### config.mk
export PLATFORM = sky130hd
export DESIGN_NAME = gpio_irq_det
export DESIGN_NICKNAME = d
export VERILOG_FILES = /design/src/rtl/gpio_irq_pkg.sv /design/src/rtl/gpio_irq_trig_decode.sv /design/src/rtl/gpio_irq_event.sv /design/src/rtl/gpio_irq_status.sv /design/src/rtl/gpio_irq_det.sv
export SDC_FILE = /design/constraint.sdc
export NUM_CORES = 1
export LEC_CHECK = 0
export BUFFER_PORTS_ARGS = -buffer_cell sky130_fd_sc_hd__clkbuf_2
export CAP_MARGIN = 30
export CORE_ASPECT_RATIO = 1.2
export CORE_MARGIN = 2
export CORE_UTILIZATION = 40
export CTS_BUF_LIST = sky130_fd_sc_hd__clkbuf_8
export CTS_CLUSTER_SIZE = 20
export DETAILED_ROUTE_END_ITERATION = 7
export PLACE_DENSITY = 0.75
export SYNTH_ARGS = -nofsm -noshare
export SYNTH_HDL_FRONTEND = slang
export SYNTH_SLANG_ARGS = --single-unit
### constraint.sdc
create_clock -name clk -period 1.69 [get_ports clk]
set_input_delay 0.338 -clock clk [delete_from_list [all_inputs] [get_ports clk]]
set_output_delay 0.338 -clock clk [all_outputs]
set_load 0.05 [all_outputs]
### src/rtl/gpio_irq_pkg.sv
package gpio_irq_pkg;

    typedef enum logic [2:0] {
        TRIG_LVL_LO = 3'd0,
        TRIG_LVL_HI = 3'd1,
        TRIG_FALL   = 3'd2,
        TRIG_RISE   = 3'd3,
        TRIG_ANY    = 3'd4
    } trig_kind_e;

    // Edge select off: level mode, polarity picks high or low, both-edges ignored.
    function automatic trig_kind_e decode_trig(input logic pol, input logic edg, input logic both);
        trig_kind_e k;
        if (!edg)      k = pol ? TRIG_LVL_HI : TRIG_LVL_LO;
        else if (both) k = TRIG_ANY;
        else           k = pol ? TRIG_RISE : TRIG_FALL;
        return k;
    endfunction

endpackage

### src/rtl/gpio_irq_trig_decode.sv
module gpio_irq_trig_decode
    import gpio_irq_pkg::*;
#(
    parameter int N_PINS = 8
) (
    input  logic [3*N_PINS-1:0]     trig_cfg,
    output trig_kind_e [N_PINS-1:0] kind
);
    localparam int EDGE_BASE = N_PINS;
    localparam int BOTH_BASE = 2 * N_PINS;

    for (genvar g = 0; g < N_PINS; g++) begin : g_pin
        assign kind[g] = decode_trig(trig_cfg[g], trig_cfg[EDGE_BASE+g], trig_cfg[BOTH_BASE+g]);
    end
endmodule

### src/rtl/gpio_irq_event.sv
module gpio_irq_event
    import gpio_irq_pkg::*;
#(
    parameter int N_PINS = 8
) (
    input  logic                    clk,
    input  logic                    rst_n,
    input  logic [N_PINS-1:0]       pin_lvl,
    input  trig_kind_e [N_PINS-1:0] kind,
    output logic [N_PINS-1:0]       evt
);
    logic [N_PINS-1:0] prev_q;
    logic              primed_q;

    always_ff @(posedge clk or negedge rst_n) begin
        if (!rst_n) begin
            prev_q   <= '0;
            primed_q <= 1'b0;
        end else begin
            prev_q   <= pin_lvl;
            primed_q <= 1'b1;
        end
    end

    for (genvar g = 0; g < N_PINS; g++) begin : g_pin
        logic rise_w, fall_w;
        assign rise_w = primed_q & pin_lvl[g] & ~prev_q[g];
        assign fall_w = primed_q & ~pin_lvl[g] & prev_q[g];

        always_comb begin
            evt[g] = 1'b0;
            unique case (kind[g])
                TRIG_LVL_LO: evt[g] = ~pin_lvl[g];
                TRIG_LVL_HI: evt[g] = pin_lvl[g];
                TRIG_FALL:   evt[g] = fall_w;
                TRIG_RISE:   evt[g] = rise_w;
                TRIG_ANY:    evt[g] = rise_w | fall_w;
                default:     evt[g] = 1'b0;
            endcase
        end
    end
endmodule

### src/rtl/gpio_irq_status.sv
module gpio_irq_status #(
    parameter int N_PINS = 8
) (
    input  logic              clk,
    input  logic              rst_n,
    input  logic [N_PINS-1:0] evt,
    input  logic [N_PINS-1:0] clr_w1c,
    input  logic [N_PINS-1:0] irq_en,
    output logic [N_PINS-1:0] pend_q,
    output logic              irq
);
    logic [N_PINS-1:0] pend_d;

    // A trigger in the same cycle as a clear keeps the bit set.
    always_comb pend_d = (pend_q & ~clr_w1c) | evt;

    always_ff @(posedge clk or negedge rst_n) begin
        if (!rst_n) pend_q <= '0;
        else        pend_q <= pend_d;
    end

    assign irq = |(pend_q & irq_en);
endmodule

### src/rtl/gpio_irq_det.sv
module gpio_irq_det
    import gpio_irq_pkg::*;
#(
    parameter int N_PINS = 8
) (
    input  logic                  clk,
    input  logic                  rst_n,
    input  logic [N_PINS-1:0]     pin_lvl,
    input  logic [3*N_PINS-1:0]   trig_cfg,
    input  logic [N_PINS-1:0]     irq_en,
    input  logic [N_PINS-1:0]     clr_w1c,
    output logic [N_PINS-1:0]     pend_stat,
    output logic                  irq_out
);
    trig_kind_e [N_PINS-1:0] kind;
    logic [N_PINS-1:0]       evt;

    gpio_irq_trig_decode #(.N_PINS(N_PINS)) u_dec (
        .trig_cfg (trig_cfg),
        .kind     (kind)
    );

    gpio_irq_event #(.N_PINS(N_PINS)) u_evt (
        .clk     (clk),
        .rst_n   (rst_n),
        .pin_lvl (pin_lvl),
        .kind    (kind),
        .evt     (evt)
    );

    gpio_irq_status #(.N_PINS(N_PINS)) u_stat (
        .clk     (clk),
        .rst_n   (rst_n),
        .evt     (evt),
        .clr_w1c (clr_w1c),
        .irq_en  (irq_en),
        .pend_q  (pend_stat),
        .irq     (irq_out)
    );
endmodule

Yosys cells after proc, flatten, opt, wreduce, memory -nomap -nowiden. Cells that the tools add are included.

Register bits after elaboration: 17. Input port bits: 50. Output and inout bits: 9. Logic and storage cells: 144.

Equal/unequal tests: 32. Muxes and demuxes: 40. Bitwise logic cells: 60. Reduce and logical (&&, ||, !) cells: 9.

Operators with widths (number): 3-bit by 2-bit == test with 1-bit output, second input constant (16); 3-bit 2-to-1 mux (16); 1-bit case mux with 5 select lines (8); 1-bit bitwise AND (32); 3-bit by 1-bit == test with 1-bit output, second input constant (8); 3-bit == test, second input constant (8); 3-bit logical NOT (8); 8-bit bitwise AND (2); 1-bit 2-to-1 mux (16); 1-bit inverter (16); 8-bit inverter (1); 1-bit bitwise OR (8); 8-bit bitwise OR (1); 8-bit OR reduction (1).

Logic depth before layout (Yosys ltp). Gate-level depths: netlist of the first run.

Word-level depth: 6. Depth in mapped cells: 4. Mapped depth without buffers: 3.

Modules after synthesis. Synthesis of the first run repeated with hierarchy kept, for this count alone.

Cells, all modules: 137. Area, all modules: 1219.9 um^2.

Modules (own cells, without submodules): gpio_irq_event (instances 1, cells each 84, area an instance 732.0 um^2, sequential area each 225.2 um^2); gpio_irq_status (instances 1, cells each 29, area an instance 327.8 um^2, sequential area each 200.2 um^2); gpio_irq_trig_decode (instances 1, cells each 24, area an instance 160.2 um^2, sequential area each 0.0 um^2).

Worst setup path before layout of the first run. No wires, ideal clock.

Kind: reg2out. Start point: register u_stat.pend_q[0]. End point: output irq_out. Arrival: 1.286 ns. Data required time: 1.352 ns. Path slack: 0.066 ns. Cell stages (with the launch flop): 3. Buffers on the path: 0. Path through: dfrtp_1 > a22oi_1 > nand4_1.

Cells in the longest elaborated chain, start to end: 2.

RTL lines: from (decl) (RTL line gpio_irq_status.sv:9) `output logic [N_PINS-1:0] pend_q,`; from (signal assigned) (RTL line gpio_irq_status.sv:19) `else pend_q <= pend_d;`; 8-bit bitwise AND (RTL line gpio_irq_status.sv:22) `assign irq = |(pend_q & irq_en);`; 8-bit OR reduction (RTL line gpio_irq_status.sv:22); to (decl) (RTL line gpio_irq_det.sv:13) `output logic irq_out`.

Every way passes these cells.

Worst setup path after layout of the first run.
Start point: register u_stat.pend_q[3]. End point: output irq_out.

Same word-level chain as after synthesis.

==> qor.csv, run 1 <==
stage;metric;value;unit
status;status;finished, final reports clean;
clock_tree;total clock sinks;17;
cells_and_area;commonest non-fill, non-tap cell in the layout;clkbuf_2;
yosys;Mapped Area;907;um2
critical_path;Critical Path Start Type;flop;
placement;post-DP HPWL;1730;um
power_and_ir_drop;P_int;730;uW
timing;final hold vios;0;
route;Starting DRT DRC Count;3;
grt;initial antenna violation count;0;
cells_and_area;share of cells above drive strength 1;44.1;%
placement;port buffer count;58;
yosys;synthesized flop and latch total;17;
critical_path;Req. time, crit path;1350;ps
grt;pin count of the biggest net entering global routing;18;
clock_tree;H-tree levels;1;
placement;GPL Wtd Cong;0.741;
yosys;largest family of logic cells by synthesized area;compound AO/OA/AOI/OAI gates;
power_and_ir_drop;Clk pwr share;27.1;%
timing;RSZ-0062 raised after global routing;false;
route;Final ANT Viol Nets;0;
placement;post-place setup slack;318;ps
timing;worst clock skew;5.86;ps
critical_path;CP cell instances;a22oi_1 > nand4_1 > clkbuf_2;
yosys;Post-Syn Area per Cell;10.8;um2
floorplan;Initial Utilization;43.3;%
route;Via Count;848;
timing;final worst-path cycle share;93.1;%
clock_tree;TritonCTS Buffers;3;
power_and_ir_drop;Comb pwr share;29.3;%
clock_tree;Reg clk slew, reported paths;70;ps
yosys;XOR/XNOR share of the synthesized area;18.3;%
floorplan;core area;2090;um2
yosys;Synth top area share;46.9;%
critical_path;worst reg2reg endpoint;u_stat.pend_q[4]$_DFF_PN0_;
critical_path;CP max stage delay;390;ps
yosys;Synth Net Count;134;
critical_path;R2R depth;3;
power_and_ir_drop;switching power of the nets;374;uW
clock_tree;Worst-Skew Late Latency;250;ps
timing;fmax;635;MHz
critical_path;crit-path max FO;3;
grt;first-pass GRT wire length;3200;um
yosys;area leader, netlist;dfrtp_1;
power_and_ir_drop;Sequential Power Share;43.5;%
route;# DRC;0;
yosys;register area share after synthesis;46.9;%
clock_tree;CTS Hold Bufs;0;
critical_path;reg2reg setup slack;520;ps
timing;fin crit period;1570;ps
yosys;Synth Area in Simple Gates;11.2;%
critical_path;CP startpoint;u_stat.pend_q[3]$_DFF_PN0_;
power_and_ir_drop;Max IR drop VDD;0.567;mV
floorplan;die area;2670;um2
yosys;Syn Inst Count;84;
critical_path;reg-to-reg critical path startpoint;u_evt.primed_q$_DFF_PN0_;
yosys;mux cell area share after synthesis;0;%
timing;Setup-failing EPs final;0;
power_and_ir_drop;sw frac;33.9;%
route;Routed WL;1970;um
route;vias per cell;4.85;
route;drt first pass iters;2;
clock_tree;PostCTS Resize Cnt;0;
cells_and_area;area grow syn2layout;40.0;%
grt;GRT overflow;0;
clock_tree;CTS tree;yes;
yosys;Yosys cell types;20;
critical_path;Worst Path Arrival;1240;ps
yosys;Synth Area in Compound Gates;20.7;%
timing;post-route worst setup slack;116;ps
grt;GRT Resource Usage Total;17.0;%
yosys;warning count from the yosys run;0;
critical_path;crit path kind;reg2out;
floorplan;Die Y;56.2;um
floorplan;FP Rows;18;
yosys;adder-cell area share of the yosys netlist;0;%
cells_and_area;Layout Nets;196;
power_and_ir_drop;Leak;0.000648;uW
yosys;Area contributors post-synth;dfrtp_1 47%, xor2_1 18%, o221ai_1 6.8%;
timing;Max Slew Vio Count;0;
power_and_ir_drop;Cell Pwr Density;869;nW/um2
floorplan;Die Width;47.5;um
clock_tree;postcts setup bufs;0;
critical_path;Worst setup EP type;primary output;
timing;setup total negative slack;0;ps
run;max cap viols;0;
cells_and_area;most frequent cells in the layout;58 x clkbuf_2, 19 x xor2_1, 17 x dfrtp_1;
worst_hold_path;Hold Crit Class;in2async;
route;drt wl/cell;11.2;um
critical_path;Crit-path slowest cell;dfrtp_1;
cells_and_area;diode count;0;
grt;vias in the first global route;802;
clock_tree;CTS root buffer;clkbuf_8;
clock_tree;Max Root-Sink Buffers;2;
floorplan;I/O pins;59;
timing;Hold WS;2.39;ps
how the worst max path moves through the flow:
stage | slack [ps] | endpoint | cells after the start
after global placement | 310 | irq_out | 4
after detailed placement | 320 | irq_out | 4
after CTS | 90 | irq_out | 3
final | 120 | irq_out | 3
after global routing | 60 | irq_out | 3
after floorplan | 70 | irq_out | 2
layer usage:
| metal | wire length (um) | GRT usage (%) | vias up |
|---|---|---|---|
| met5 | 0 | 0 | - |
| met4 | 53 | 10.7 | 0 |
| met3 | 82 | 2.92 | 4 |
| met2 | 1140 | 29.5 | 22 |
| met1 | 687 | 17.2 | 400 |
| li1 | - | - | 422 |
flip-flops by register name, summed over array words and instances (netlist names):
signal and count:
u_evt.primed_q 1, u_stat.pend_q 8, u_evt.prev_q 8
critical path: cells and delay by family, from the launching register on:
family	cells	cell delay, ps
simple gates	1	120
buf+inv	1	250
flops	1	390
compound gates	1	230
through the flow:
| step | area, um2 | std cells | total power, uW | util, % |
|---|---|---|---|---|
| 6_report | 1270 | 175 | 1100 | 60.6 |
| 4_1_cts | 1270 | 175 | 1110 | 60.6 |
| 3_5_place_dp | 1220 | 171 | 817 | 58.4 |
| 5_1_grt | 1270 | 175 | 1160 | 60.6 |
| 2_1_floorplan | 907 | 84 | 687 | - |
| 3_3_place_gp | 1220 | 171 | 807 | 58.4 |
synth_stat cells, drive strengths merged:
master,number
a22oi,4
o2111a,1
nand4,2
buf,1
nand3b,1
o221ai,7
a41oi,1
nand2b,7
nand3,1
xor2,19
dfrtp,17
nor2b,1
conb,1
inv,3
o32a,1
nand2,7
a21boi,2
a21oi,7
o21ai,1
power groups by stage:
stage	clock network (uW)	registers, uW	logic (uW)
floorplan	0	582	104
global placement	0	487	320
detailed placement	0	489	327
CTS	305	481	329
global route	326	486	352
finish	300	480	324
cell families (layout without fill, tap and decap cells):
group / after synthesis / count (layout)
xor gates and xnor gates: 19 / 19
AOI/OAI and AO/OA: 24 / 24
DFF: 17 / 17
other: 1 / 1
buffers and inverters: 4 / 65
and+or+nand+nor: 19 / 19
area by class of cell:
cell class	instances	area [um2]
fill	195	825
multi-input combinational	63	459
sequential	17	425
timing repair buffer	58	290
clock buffer	3	41.3
tap	30	37.5
inverter	3	11.3
clock inverter	1	5.00
Power figures use the tool's default switching activity.
==> inputs of run 2 (changes only) <==
--- a/config.mk
+++ b/config.mk
@@ -14,6 +14,7 @@
 export CTS_CLUSTER_SIZE = 20
 export DETAILED_ROUTE_END_ITERATION = 7
 export PLACE_DENSITY = 0.75
+export RECOVER_POWER = 50
 export SYNTH_ARGS = -nofsm -noshare
 export SYNTH_HDL_FRONTEND = slang
 export SYNTH_SLANG_ARGS = --single-unit
==> constraint.sdc (replaced) <==
create_clock -name clk -period 1.5 [get_ports clk]
set_input_delay 0.3 -clock clk [delete_from_list [all_inputs] [get_ports clk]]
set_output_delay 0.3 -clock clk [all_outputs]
set_load 0.05 [all_outputs]
==> run 2 against run 1 <==
  * Power is 15% higher
  * Clock-buffer cell count stayed put
  * Clock skew is 5.5 ps lower
  * Critical endpoint unchanged
  * Largest power group unchanged
==> qor.csv, run 2 (synthesized netlist as in run 1, its figures left out) <==
stage;metric;value;unit;change
critical_path;crit path kind;reg2out;;
timing;fmax;689;MHz;
placement;post-DP HPWL;1690;um;-2.0%
timing;fin crit period;1450;ps;
status;status;finished, final reports clean;;
route;drt first pass iters;4;;+2
grt;first-pass GRT wire length;3270;um;+2.2%
floorplan;FP Rows;18;;unchanged
floorplan;core area;2090;um2;unchanged
placement;port buffer count;58;;unchanged
grt;GRT overflow;0;;unchanged
worst_hold_path;Hold Crit Class;in2reg;;
placement;Placement Cell Area;1230;um2;+0.82%
timing;Hold WS;205;ps;+202 ps
timing;RSZ-0062 raised after global routing;true;;
cells_and_area;Layout Nets;198;;+1.0%
cells_and_area;design area;1320;um2;+3.7%
clock_tree;Worst-Skew Late Latency;240;ps;about the same
grt;GRT Resource Usage Total;17.1;%;+0.062 points
clock_tree;Max Root-Sink Buffers;2;;unchanged
run;max cap viols;0;;unchanged
placement;GPL Wtd Cong;0.808;;+9.0%
timing;final hold vios;0;;unchanged
critical_path;Req. time, crit path;1200;ps;-150 ps
route;# DRC;0;;unchanged
timing;Max Slew Vio Count;0;;unchanged
clock_tree;TritonCTS Buffers;3;;unchanged
route;vias per cell;4.88;;+0.74%
cells_and_area;share of cells above drive strength 1;46.9;%;+2.8 points
power_and_ir_drop;Cell Pwr Density;961;nW/um2;+11%
floorplan;Die Width;47.5;um;unchanged
cells_and_area;commonest non-fill, non-tap cell in the layout;clkbuf_2;;
cells_and_area;area grow syn2layout;45.2;%;
clock_tree;CTS tree;yes;;
cells_and_area;final core occ;62.9;%;+2.3 points
placement;Inst Count DP;171;;unchanged
grt;initial antenna violation count;0;;unchanged
critical_path;Worst Path Arrival;1150;ps;-90 ps
critical_path;crit-path max FO;3;;unchanged
route;Routed WL;2020;um;+2.4%
cells_and_area;diode count;0;;unchanged
route;Final ANT Viol Nets;0;;unchanged
timing;setup total negative slack;0;ps;unchanged
floorplan;I/O pins;59;;unchanged
grt;vias in the first global route;839;;+4.6%
clock_tree;H-tree levels;1;;unchanged
clock_tree;CTS root buffer;clkbuf_8;;
route;Starting DRT DRC Count;10;;+7
floorplan;Initial Utilization;43.3;%;unchanged
route;drt wl/cell;11.4;um;+1.3%
critical_path;Critical Path Start Type;flop;;
timing;Setup-failing EPs final;0;;unchanged
clock_tree;total clock sinks;17;;unchanged
grt;pin count of the biggest net entering global routing;18;;unchanged
critical_path;Worst setup EP type;primary output;;
cells_and_area;most frequent cells in the layout;49 x clkbuf_2, 19 x xor2_1, 9 x dfrtp_1;;
cells_and_area;fill count;197;;+1.0%
cells_and_area;fin cells;177;;+1.1%
route;Via Count;864;;+1.9%
floorplan;Die Y;56.2;um;unchanged
timing;worst clock skew;0.341;ps;-5.52 ps
cells_and_area;largest registers;u_evt.prev_q x8, u_stat.pend_q x8, u_evt.primed_q x1;;
power_and_ir_drop;Max IR drop VDD;0.540;mV;-4.8%
floorplan;die area;2670;um2;unchanged
clock_tree;Reg clk slew, reported paths;60;ps;about the same
timing;final worst-path cycle share;96.7;%;
power_and_ir_drop;Leak;0.000630;uW;-2.7%
==> run 2: cell types whose count changed in the layout (fill, tap and decap cells not counted), moves of 4 or more <==
cell / before / now
a22oi_1: 4 / 0
a22oi_2: 0 / 4
clkbuf_1: 0 / 8
clkbuf_2: 58 / 49
dfrtp_1: 17 / 9
dfrtp_2: 0 / 8
==> run 2: repair_timing <==
item	CTS	global route
hold endpoints to repair	17	0
gates resized for setup	2	5
hold buffers	1	0
gates cloned	0	0
setup buffers	0	1
setup endpoints to repair	1	1
pin swaps	0	1
==> run 2: final timing paths <==
path | startpoint | endpoint | slack [ps] | depth (start not counted)
max reg2reg | u_evt.primed_q$_DFF_PN0_ | u_stat.pend_q[4]$_DFF_PN0_ | 320 | 3
max in group asynchronous | rst_n | u_stat.pend_q[0]$_DFF_PN0_ | 670 | 2
min reg2reg | u_stat.pend_q[2]$_DFF_PN0_ | u_stat.pend_q[2]$_DFF_PN0_ | 530 | 2
min | pin_lvl[4] | u_evt.prev_q[4]$_DFF_PN0_ | 200 | 1
max | u_stat.pend_q[6]$_DFF_PN0_ | irq_out | 50 | 3
min in group asynchronous | rst_n | u_evt.prev_q[7]$_DFF_PN0_ | 510 | 2
==> run 2: area by class of cell <==
class	instances	area [um2]	area share (%)
inverters	3	11.3	0.855
well taps	30	37.5	2.85
repair buffers	60	308	23.4
flip-flops and latches	17	435	33.0
clock inverters	1	5.00	0.380
multi-input cells	63	479	36.4
clock buffers	3	41.3	3.13
==> run 2: per-layer routing <==
layer	wire, um	vias to the layer above	track usage [%]	part of all wire (%)
li1	-	428	-	-
met1	729	411	16.6	36
met2	1160	23	31.9	58
met3	103	2	2.92	5.1
met4	19	0	7.54	0.94
met5	0	-	0	0
==> run 2: power breakdown <==
part,switching (uW),internal (uW)
Combinational,235,150
Sequential,42.8,509
Clock,146,184
==> run 2: critical path, stage by stage, from the launching register on <==
cell and delay [ps]:
dfrtp_2 420, a22oi_2 160, nand4_1 150, buf_8 180
==> run 2: per-stage QoR <==
step,total power [uW],setup slack [ps]
6_report,1270,49.5
4_1_cts,1260,2.60
2_1_floorplan,781,2.96
5_1_grt,1350,-21.8
3_5_place_dp,924,235
3_3_place_gp,915,225
